$ cat config.mk
export PLATFORM = sky130hd
export DESIGN_NAME = dlm_row_latch
export DESIGN_NICKNAME = d
export VERILOG_FILES = /design/src/rtl/dlm_pkg.sv /design/src/rtl/dlm_row_reg.sv /design/src/rtl/dlm_mode_reg.sv /design/src/rtl/dlm_seg_mod.sv /design/src/rtl/dlm_row_latch.sv
export SDC_FILE = /design/constraint.sdc
export NUM_CORES = 1
export LEC_CHECK = 0
export CORE_AREA = 8 8 292 294
export DETAILED_ROUTE_END_ITERATION = 8
export DIE_AREA = 0 0 300 302
export DONT_BUFFER_PORTS = 1
export SLEW_MARGIN = 20
export SYNTH_ARGS = -nofsm -noshare
export SYNTH_HDL_FRONTEND = slang
export SYNTH_SLANG_ARGS = --single-unit
export TNS_END_PERCENT = 20
$ cat constraint.sdc
create_clock -name clk -period 1.6 [get_ports clk]
set_input_delay 0.24 -clock clk [delete_from_list [all_inputs] [get_ports clk]]
set_output_delay 0.24 -clock clk [all_outputs]
set_load 0.03 [all_outputs]
$ cat src/rtl/dlm_pkg.sv
package dlm_pkg;

    typedef struct packed {
        logic blank;
        logic all_on;
        logic invert;
    } dlm_mode_t;

    localparam dlm_mode_t DLM_MODE_RESET = '{blank: 1'b1, all_on: 1'b0, invert: 1'b0};

endpackage

$ cat src/rtl/dlm_row_reg.sv
module dlm_row_reg #(
    parameter int ROW_W = 384
) (
    input  logic             clk,
    input  logic             rst_n,
    input  logic             load,
    input  logic [ROW_W-1:0] row_in,
    output logic [ROW_W-1:0] row_q
);

    typedef struct packed {
        logic [ROW_W-1:0] data;
    } row_state_t;

    row_state_t st_d, st_q;

    always_comb begin
        st_d = st_q;
        if (load) begin
            st_d.data = row_in;
        end
    end

    always_ff @(posedge clk or negedge rst_n) begin
        if (!rst_n) begin
            st_q <= '0;
        end else begin
            st_q <= st_d;
        end
    end

    assign row_q = st_q.data;

    // a strobe captures the full row bus
    p_capture_r1: assert property (@(posedge clk) disable iff (!rst_n)
        load |=> (row_q == $past(row_in)));

    // no strobe, no change
    p_hold_r2: assert property (@(posedge clk) disable iff (!rst_n)
        !load |=> $stable(row_q));

endmodule

$ cat src/rtl/dlm_mode_reg.sv
module dlm_mode_reg
    import dlm_pkg::*;
(
    input  logic      clk,
    input  logic      rst_n,
    input  logic      load,
    input  dlm_mode_t mode_in,
    output dlm_mode_t mode_q
);

    dlm_mode_t md_d, md_q;

    always_comb begin
        md_d = md_q;
        if (load) begin
            md_d = mode_in;
        end
    end

    always_ff @(posedge clk or negedge rst_n) begin
        if (!rst_n) begin
            md_q <= DLM_MODE_RESET;
        end else begin
            md_q <= md_d;
        end
    end

    assign mode_q = md_q;

    // mode bits move only on a strobe
    p_mode_hold_r3: assert property (@(posedge clk) disable iff (!rst_n)
        !load |=> $stable(mode_q));

endmodule

$ cat src/rtl/dlm_seg_mod.sv
module dlm_seg_mod
    import dlm_pkg::*;
#(
    parameter int ROW_W  = 384,
    parameter int LANE_W = 32
) (
    input  dlm_mode_t        mode,
    input  logic [ROW_W-1:0] row,
    output logic [ROW_W-1:0] seg
);

    localparam int N_LANES = (ROW_W + LANE_W - 1) / LANE_W;

    for (genvar l = 0; l < N_LANES; l++) begin : g_lane
        localparam int LO = l * LANE_W;
        localparam int HI = (LO + LANE_W > ROW_W) ? ROW_W - 1 : LO + LANE_W - 1;
        localparam int LW = HI - LO + 1;

        logic [LW-1:0] lane_d;

        always_comb begin
            if (mode.blank) begin
                lane_d = '0;
            end else if (mode.all_on) begin
                lane_d = '1;
            end else if (mode.invert) begin
                lane_d = ~row[HI:LO];
            end else begin
                lane_d = row[HI:LO];
            end
        end

        assign seg[HI:LO] = lane_d;
    end

endmodule

$ cat src/rtl/dlm_row_latch.sv
module dlm_row_latch
    import dlm_pkg::*;
#(
    parameter int ROW_W  = 384,
    parameter int LANE_W = 32
) (
    input  logic             clk,
    input  logic             rst_n,
    input  logic [ROW_W-1:0] row_in,
    input  logic             row_load,
    input  logic             mode_blank,
    input  logic             mode_all_on,
    input  logic             mode_invert,
    output logic [ROW_W-1:0] seg_out
);

    dlm_mode_t        mode_in;
    dlm_mode_t        mode_q;
    logic [ROW_W-1:0] row_q;

    assign mode_in = '{blank: mode_blank, all_on: mode_all_on, invert: mode_invert};

    dlm_row_reg #(.ROW_W(ROW_W)) u_row (
        .clk    (clk),
        .rst_n  (rst_n),
        .load   (row_load),
        .row_in (row_in),
        .row_q  (row_q)
    );

    dlm_mode_reg u_mode (
        .clk     (clk),
        .rst_n   (rst_n),
        .load    (row_load),
        .mode_in (mode_in),
        .mode_q  (mode_q)
    );

    dlm_seg_mod #(.ROW_W(ROW_W), .LANE_W(LANE_W)) u_mod (
        .mode (mode_q),
        .row  (row_q),
        .seg  (seg_out)
    );

    // a blanked strobe turns every segment off
    p_blank_off_r4: assert property (@(posedge clk) disable iff (!rst_n)
        (row_load && mode_blank) |=> (seg_out == '0));

    // all-on without blank lights every segment
    p_all_on_r5: assert property (@(posedge clk) disable iff (!rst_n)
        (row_load && !mode_blank && mode_all_on) |=> (&seg_out));

    // invert only gives the complement of the loaded row
    p_invert_r6: assert property (@(posedge clk) disable iff (!rst_n)
        (row_load && !mode_blank && !mode_all_on && mode_invert)
            |=> (seg_out == ~$past(row_in)));

    // no mode passes the loaded row straight through
    p_normal_r7: assert property (@(posedge clk) disable iff (!rst_n)
        (row_load && !mode_blank && !mode_all_on && !mode_invert)
            |=> (seg_out == $past(row_in)));

    // outputs stay put between strobes
    p_seg_hold_r2: assert property (@(posedge clk) disable iff (!rst_n)
        !row_load |=> $stable(seg_out));

endmodule

Word level (Yosys, flattened, before mapping):

Cells that the tools add are included.

* flip-flop bits (word level): 387
* bits of input ports: 390
* output and inout bits: 384
* logic and storage cells: 52

* muxes and demuxes: 36
* bitwise gates (word level): 12

Operator list (count)
* two-way mux 32 bit: 36
* NOT 32 bit: 12

Logic depth before layout (Yosys ltp):

Gate-level depths: netlist of run 1.

* word-level depth: 4
* mapped depth: 5
* gate-level depth less buffers: 2

Modules after synthesis:

Synthesis of run 1 repeated with hierarchy kept, for this count alone.

* cell total of the unflattened synthesis: 1714
* area total of the unflattened synthesis: 22370.2 µm²

Modules (own cells, without submodules)
* dlm_row_reg: instances 1, cells an instance 811, area an instance 15815.2 µm²
* dlm_seg_mod: instances 1, cells an instance 897, area an instance 6444.9 µm²
* dlm_mode_reg: instances 1, cells an instance 6, area an instance 110.1 µm²

Worst setup path before layout of run 1:

Ideal clock, no wire load.

* path type: flip-flop to output port
* start point: register u_mode.md_q (netlist bit u_mode.mode_q[0])
* end point: output seg_out[100]
* arrival time: 1.423 ns
* required time: 1.360 ns
* slack: -0.063 ns
* stages on the path, launching flop included: 6
* path buffers: 3
* cells stage by stage: dfrtp_1 buf_6 buf_12 buf_12 xnor2_1 a21oi_1

* cells in the longest elaborated chain, start to end: 3

Ends and longest elaborated chain
* from (decl): line dlm_mode_reg.sv:11 `dlm_mode_t md_d, md_q;`
* from (signal assigned): line dlm_mode_reg.sv:24 `md_q <= md_d;`
* two-way mux 32 bit: line dlm_seg_mod.sv:26 `end else if (mode.invert) begin`
* two-way mux 32 bit: line dlm_seg_mod.sv:24 `end else if (mode.all_on) begin`
* two-way mux 32 bit: line dlm_seg_mod.sv:22 `if (mode.blank) begin`
* to (decl): line dlm_row_latch.sv:14 `output logic [ROW_W-1:0] seg_out`

No other way between the ends.

Worst setup path after layout of run 1:

* start point: register u_mode.md_q (netlist bit u_mode.mode_q[0])
* end point: output seg_out[36]

Same word-level chain as after synthesis.

==> results of run 1 <==
## layout make-up
type | count | area share
well taps | 1070 | 0.0376
clock inverters | 18 | 0.00636
repair buffers | 1146 | 0.327
clock buffers | 69 | 0.0391
diodes | 9 | 0.000633
inverters | 1 | 0.000316
flip-flops and latches | 387 | 0.272
multi-input cells | 1156 | 0.316
## kinds of logic after synthesis
logic type,count (synthesis)
simple gates,1
xor+xnor,384
compound gates,385
mux,386
buf+inv,172
flops,387
## power groups by stage
stage	sequential, mW	combinational [mW]	clock (mW)
5_1_grt	11.9	16.2	11.9
3_5_place_dp	11.7	11.6	0
4_1_cts	11.6	14.0	11.5
3_3_place_gp	11.7	11.5	0
6_report	11.8	15.5	11.3
2_1_floorplan	11.5	8.21	0
## flip-flops by register name, indices dropped and copies added, names as in the netlist
signal         count
u_row.row_q      384
u_mode.mode_q      3
## worst reg2reg max path: stages, from the launching register on
cell           delay (ns)
dfrtp_1              0.48
mux2_2               0.31
dlygate4sd3_1        0.58
## placed cells by master (no fill, tap or decap)
cell / n
dlygate4sd3_1: 604
mux2_2: 386
dfrtp_1: 385
buf_4: 332
xnor2_1: 285
a21oi_1: 261
buf_6: 143
a21oi_2: 120
xnor2_2: 65
clkbuf_16: 60
xnor2_4: 34
buf_12: 26
buf_16: 18
clkbuf_8: 11
clkbuf_1: 10
buf_8: 10
diode_2: 9
clkinv_2: 9
bufinv_16: 4
a21oi_4: 3
nand2_1: 1
o21ai_0: 1
inv_8: 1
inv_6: 1
inv_16: 1
clkinvlp_4: 1
clkinv_8: 1
clkinv_4: 1
bufbuf_16: 1
dfrtp_4: 1
dfstp_4: 1
## repair_timing
action,in CTS,in global routing
buffers inserted,11,4
endpoints found under the setup margin,384,384
cloned,9,12
resized for setup,149,257
endpoints found under the hold margin,774,387
pin swaps,184,200
## layer usage
| layer | global-route usage | up-vias | wire (µm) |
|---|---|---|---|
| met3 | 0.0531 | 222 | 6030 |
| li1 | - | 7962 | - |
| met1 | 0.181 | 9035 | 31100 |
| met4 | 0.0816 | 2 | 3920 |
| met5 | 0 | - | 16 |
| met2 | 0.288 | 822 | 42700 |
## worst max-delay path by stage
stage,from,to,slack (ns),cells after the start
4_1_cts,u_mode.mode_q[0],seg_out[177],-0.83,6
3_3_place_gp,u_mode.mode_q[0],seg_out[305],-0.21,5
6_report,u_mode.mode_q[0],seg_out[36],-0.84,6
3_5_place_dp,u_mode.mode_q[0],seg_out[83],-0.24,6
5_1_grt,u_mode.mode_q[0],seg_out[122],-0.94,6
2_1_floorplan,u_mode.mode_q[0],seg_out[111],-0.06,5
==> key figures, run 1 <==
Status
  • Status: finished, violations left
  • Failing checks: hold timing, setup timing

Global routing
  • Global route total overflow: 0
  • GRT Overall Usage: 0.165
  • First-pass GRT wire length: 120000 µm
  • Largest net degree at the start of global routing: 388
  • Number of global-route vias before repair: 20300
  • Initial antenna violation count: 10

Synthesis
  • Cell variety after synth: 15
  • Ys async rst share: 1.00
  • Post-Synth Adder-Cell Area: 0
  • Top post-synthesis cells by count: 386 x dfrtp_1, 386 x mux2_2, 384 x a21oi_1, 384 x xnor2_1, 61 x clkbuf_1
  • Post-synthesis mux area share: 0.208
  • EDFF count, synth: 0
  • Post-Synth XOR/XNOR Area: 0.161
  • Mean Syn Cell Area: 12.2 µm²
  • Mapped Area: 20900 µm²
  • Main synth FF type: dfrtp_1
  • Yosys warning count: 0
  • Synth Register Bits: 387
  • Area share of the largest cell type after synthesis: 0.463
  • Post-synth top area cell: dfrtp_1
  • Sequential area share after synthesis: 0.464
  • Area share of and/or/nand/nor cells after synthesis: 0.000180
  • Post-Syn Instances: 1715
  • Area contributors post-synth: dfrtp_1 46%, mux2_2 21%, xnor2_1 16%
  • Mapped Nets: 2105
  • Compound-Gate Fraction of Synth Area: 0.0924
  • Largest family of logic cells by synthesized area: multiplexers

Clock tree
  • Reg clk slew, reported paths: 0.06 ns
  • Clock latency on the worst-skew pair: 0.59 ns
  • Clock Tree Buf Depth: 3
  • Hold Buf Count CTS: 604
  • CTS H-tree lvls: 2
  • Clock Sinks: 387
  • CTS tree: built
  • Number of buffers created by CTS: 48
  • Clk root buf: clkbuf_16

Setup path
  • Critical Path Source Type: flip-flop
  • Delay-heaviest family, CP: buffers and inverters
  • Slowest stage delay, CP: 0.54 ns
  • Bufs and invs on worst path: 4
  • Slowest-stage cell, CP: dfrtp_4
  • Crit Path Class: flip-flop to primary output
  • Reg2Reg Setup Slack: 0.10 ns
  • Reg-to-Reg Start: u_row.row_q[74]
  • Crit end category: primary output
  • FF-to-FF path depth: 2
  • CP max FO: 8
  • WP data required: 1.36 ns
  • Crit path cell chain: buf_12 -> buf_16 -> buf_8 -> xnor2_1 -> a21oi_1 -> buf_4
  • CP arrival: 2.20 ns
  • RR Endpoint: u_row.row_q[74]

Timing
  • Slew Limit Fails: 0
  • Hold Vio Cnt, Final: 387
  • Slew headroom: 0.411
  • Final Setup Violations: 384
  • Setup TNS: -269.35 ns
  • WHS: -0.643 ns
  • Fmax: 410 MHz
  • Final period util: 1.53
  • Worst slew pin tran: 0.884 ns
  • Worst setup margin: -0.841 ns
  • Tmin final: 2.44 ns
  • RSZ-0062 raised after global routing: true
  • Setup skew after layout: 0 ns

Floorplan
  • Die width: 300 µm
  • Core area: 80900 µm²
  • # rows: 105
  • I/O pins: 774
  • Full die area: 90600 µm²
  • Die height: 302 µm
  • Initial Util: 0.258

Drt
  • Vias per cell: 4.68
  • Wire per inst: 21.7 µm
  • Number of DRC markers in iteration 0: 793
  • Drt pass-1 iters: 5
  • Residual DRC: 0
  • Detail Route Antenna Nets: 0
  • Via count: 18000
  • DRT Wirelength: 83800 µm

Power
  • Clock share of power: 0.292
  • P_sw: 13.5 mW
  • Power Total: 38.5 mW
  • Int Pwr: 25.1 mW
  • Static Leakage: 14.6 nW
  • Comb pwr share: 0.402
  • Sequential share of power: 0.305
  • PwrDens: 1080 nW/µm²
  • Sw frac: 0.349
  • Maximum vdd drop: 845 µV

Finish
  • Storage element area: 9690 µm²
  • Final Core Density: 0.440
  • Final Instance Area: 35600 µm²
  • P&R area growth vs syn: 70.5%
  • Layout cells sized above 1: 0.443
  • Layout Nets: 3130
  • # fillers: 6902
  • Area occupied by multi-input gates: 11300 µm²
  • Final Non-Filler Cells: 3856

Worst hold path
  • HP Class: primary input to asynchronous set/reset pin

Placed design
  • Post-DP Area: 25000 µm²
  • Dpl hpwl: 48600 µm
  • Placer Congestion: 0.869
  • Port Buf Inserts: 0
  • Post-Place Cells: 3120
  • Pre-CTS WS: -0.237 ns

Job
  • Max Cap Viol: 0
(Power assumes the default switching activity.)
==> run 2, diff against run 1 <==
Settings changed: TNS_END_PERCENT 20 to default.
==> key figures, run 2 <==
Status
  • Status: stopped before the end (was finished, violations left)
  • Fail Step: clock tree synthesis (4_1_cts)
  • Stop err: [ERROR RSZ-0060] Max buffer count reached.

Clock tree
  • Post-CTS resize count: 73 (was 149)
  • Clk root buf: clkbuf_16 (unchanged)
  • Hold Buf Count CTS: 638 (was 604)
  • Clock Sinks: 387 (unchanged)
  • Number of buffers created by CTS: 47 (was 48)
  • Post-CTS Repair Setup Buffers: 2 (was 11)
  • Clock Tree Buf Depth: 3 (unchanged)
  • CTS H-tree lvls: 2 (unchanged)

Synthesis
  • Post-synth top area cell: dfrtp_1 (unchanged)
  • Synth Register Bits: 387 (unchanged)
  • Mapped Area: 20900 µm² (unchanged)
  • EDFF count, synth: 0 (unchanged)
  • Yosys warning count: 0 (unchanged)
  • Post-Syn Instances: 1715 (unchanged)
  • Mean Syn Cell Area: 12.2 µm² (unchanged)
  • Area share of the largest cell type after synthesis: 0.463 (unchanged)
  • Cell variety after synth: 15 (unchanged)
  • Top post-synthesis cells by count: 386 x dfrtp_1, 386 x mux2_2, 384 x a21oi_1, 384 x xnor2_1, 61 x clkbuf_1 (unchanged)
  • Area contributors post-synth: dfrtp_1 46%, mux2_2 21%, xnor2_1 16% (unchanged)
  • Main synth FF type: dfrtp_1 (unchanged)
  • Sequential area share after synthesis: 0.464 (unchanged)
  • Mapped Nets: 2105 (unchanged)
  • Ys async rst share: 1.00 (unchanged)

Floorplan
  • Initial Util: 0.258 (unchanged)
  • Die width: 300 µm (unchanged)
  • Die height: 302 µm (unchanged)
  • # rows: 105 (unchanged)
  • I/O pins: 774 (unchanged)

Placed design
  • Dpl hpwl: 49800 µm (was 48600 µm)
  • Post-DP Area: 25700 µm² (was 25000 µm²)
  • Port Buf Inserts: 0 (unchanged)
  • Post-Place Cells: 3094 (was 3120)
  • Placer Congestion: 0.850 (was 0.869)
-- run 2: cell counts after synthesis --
No cell type changed its count.
-- run 2: kinds of logic after synthesis --
| logic type | count (synthesis) | synth area share |
|---|---|---|
| mux | 386 | 0.208 |
| buf+inv | 172 | 0.0737 |
| simple gates | 1 | 0.000180 |
| flops | 387 | 0.464 |
| compound gates | 385 | 0.0924 |
| xor+xnor | 384 | 0.161 |
-- run 2: metrics by stage --
step	worst slack, ns	hold WS, ns	util
after global placement	-0.231	-0.0419	0.317
after detailed placement	-0.247	-0.0418	0.317
after floorplan	-0.0628	-0.0556	-
==> run 3, diff against run 2 <==
Settings changed: CORE_AREA 8 8 292 294 to 8 8 299 301, DIE_AREA 0 0 300 302 to 0 0 307 309, PLACE_DENSITY_LB_ADDON from default to 0.15.
==> key figures, run 3 <==
Clock tree
  • Number of buffers created by CTS: 51 (was 47)
  • Clock Sinks: 387 (unchanged)
  • Hold Buf Count CTS: 656 (was 638)
  • Clk root buf: clkbuf_16 (unchanged)
  • CTS H-tree lvls: 2 (unchanged)
  • Post-CTS Repair Setup Buffers: 8 (was 2)
  • Post-CTS resize count: 106 (was 73)
  • Clock Tree Buf Depth: 3 (unchanged)

Status
  • Stop err: [ERROR RSZ-0060] Max buffer count reached. (unchanged)
  • Status: stopped before the end (unchanged)
  • Fail Step: clock tree synthesis (4_1_cts) (unchanged)

Placed design
  • Placer Congestion: 0.788 (was 0.850)
  • Port Buf Inserts: 0 (unchanged)
  • Dpl hpwl: 55800 µm (was 49800 µm)
  • Pre-CTS WS: -0.348 ns (was -0.247 ns)
  • Post-Place Cells: 3169 (was 3094)

Floorplan
  • # rows: 107 (was 105)
  • Die height: 309 µm (was 302 µm)
  • Initial Util: 0.247 (was 0.258)
  • I/O pins: 774 (unchanged)
  • Die width: 307 µm (was 300 µm)

Synthesis
  • Post-synth top area cell: dfrtp_1 (unchanged)
  • Synth Register Bits: 387 (unchanged)
  • Area contributors post-synth: dfrtp_1 46%, mux2_2 21%, xnor2_1 16% (unchanged)
  • EDFF count, synth: 0 (unchanged)
  • Mean Syn Cell Area: 12.2 µm² (unchanged)
  • Top post-synthesis cells by count: 386 x dfrtp_1, 386 x mux2_2, 384 x a21oi_1, 384 x xnor2_1, 61 x clkbuf_1 (unchanged)
  • Mapped Nets: 2105 (unchanged)
  • Cell variety after synth: 15 (unchanged)
  • Main synth FF type: dfrtp_1 (unchanged)
  • Ys async rst share: 1.00 (unchanged)
  • Yosys warning count: 0 (unchanged)
  • Post-Syn Instances: 1715 (unchanged)
  • Mapped Area: 20900 µm² (unchanged)
  • Area share of the largest cell type after synthesis: 0.463 (unchanged)
  • Sequential area share after synthesis: 0.464 (unchanged)
## run 3: cell counts after synthesis
No cell type changed its count.
## run 3: cells by family after synthesis
kind of cell    synth area share
xor+xnor                   0.161
buf+inv                   0.0737
flops                      0.464
mux                        0.208
simple gates            0.000180
compound gates            0.0924
## run 3: metrics by stage
step | instance area [µm²] | setup TNS (ns)
after detailed placement | 25800 | -17.72
after global placement | 25800 | -14.97
after floorplan | 21700 | -7.54
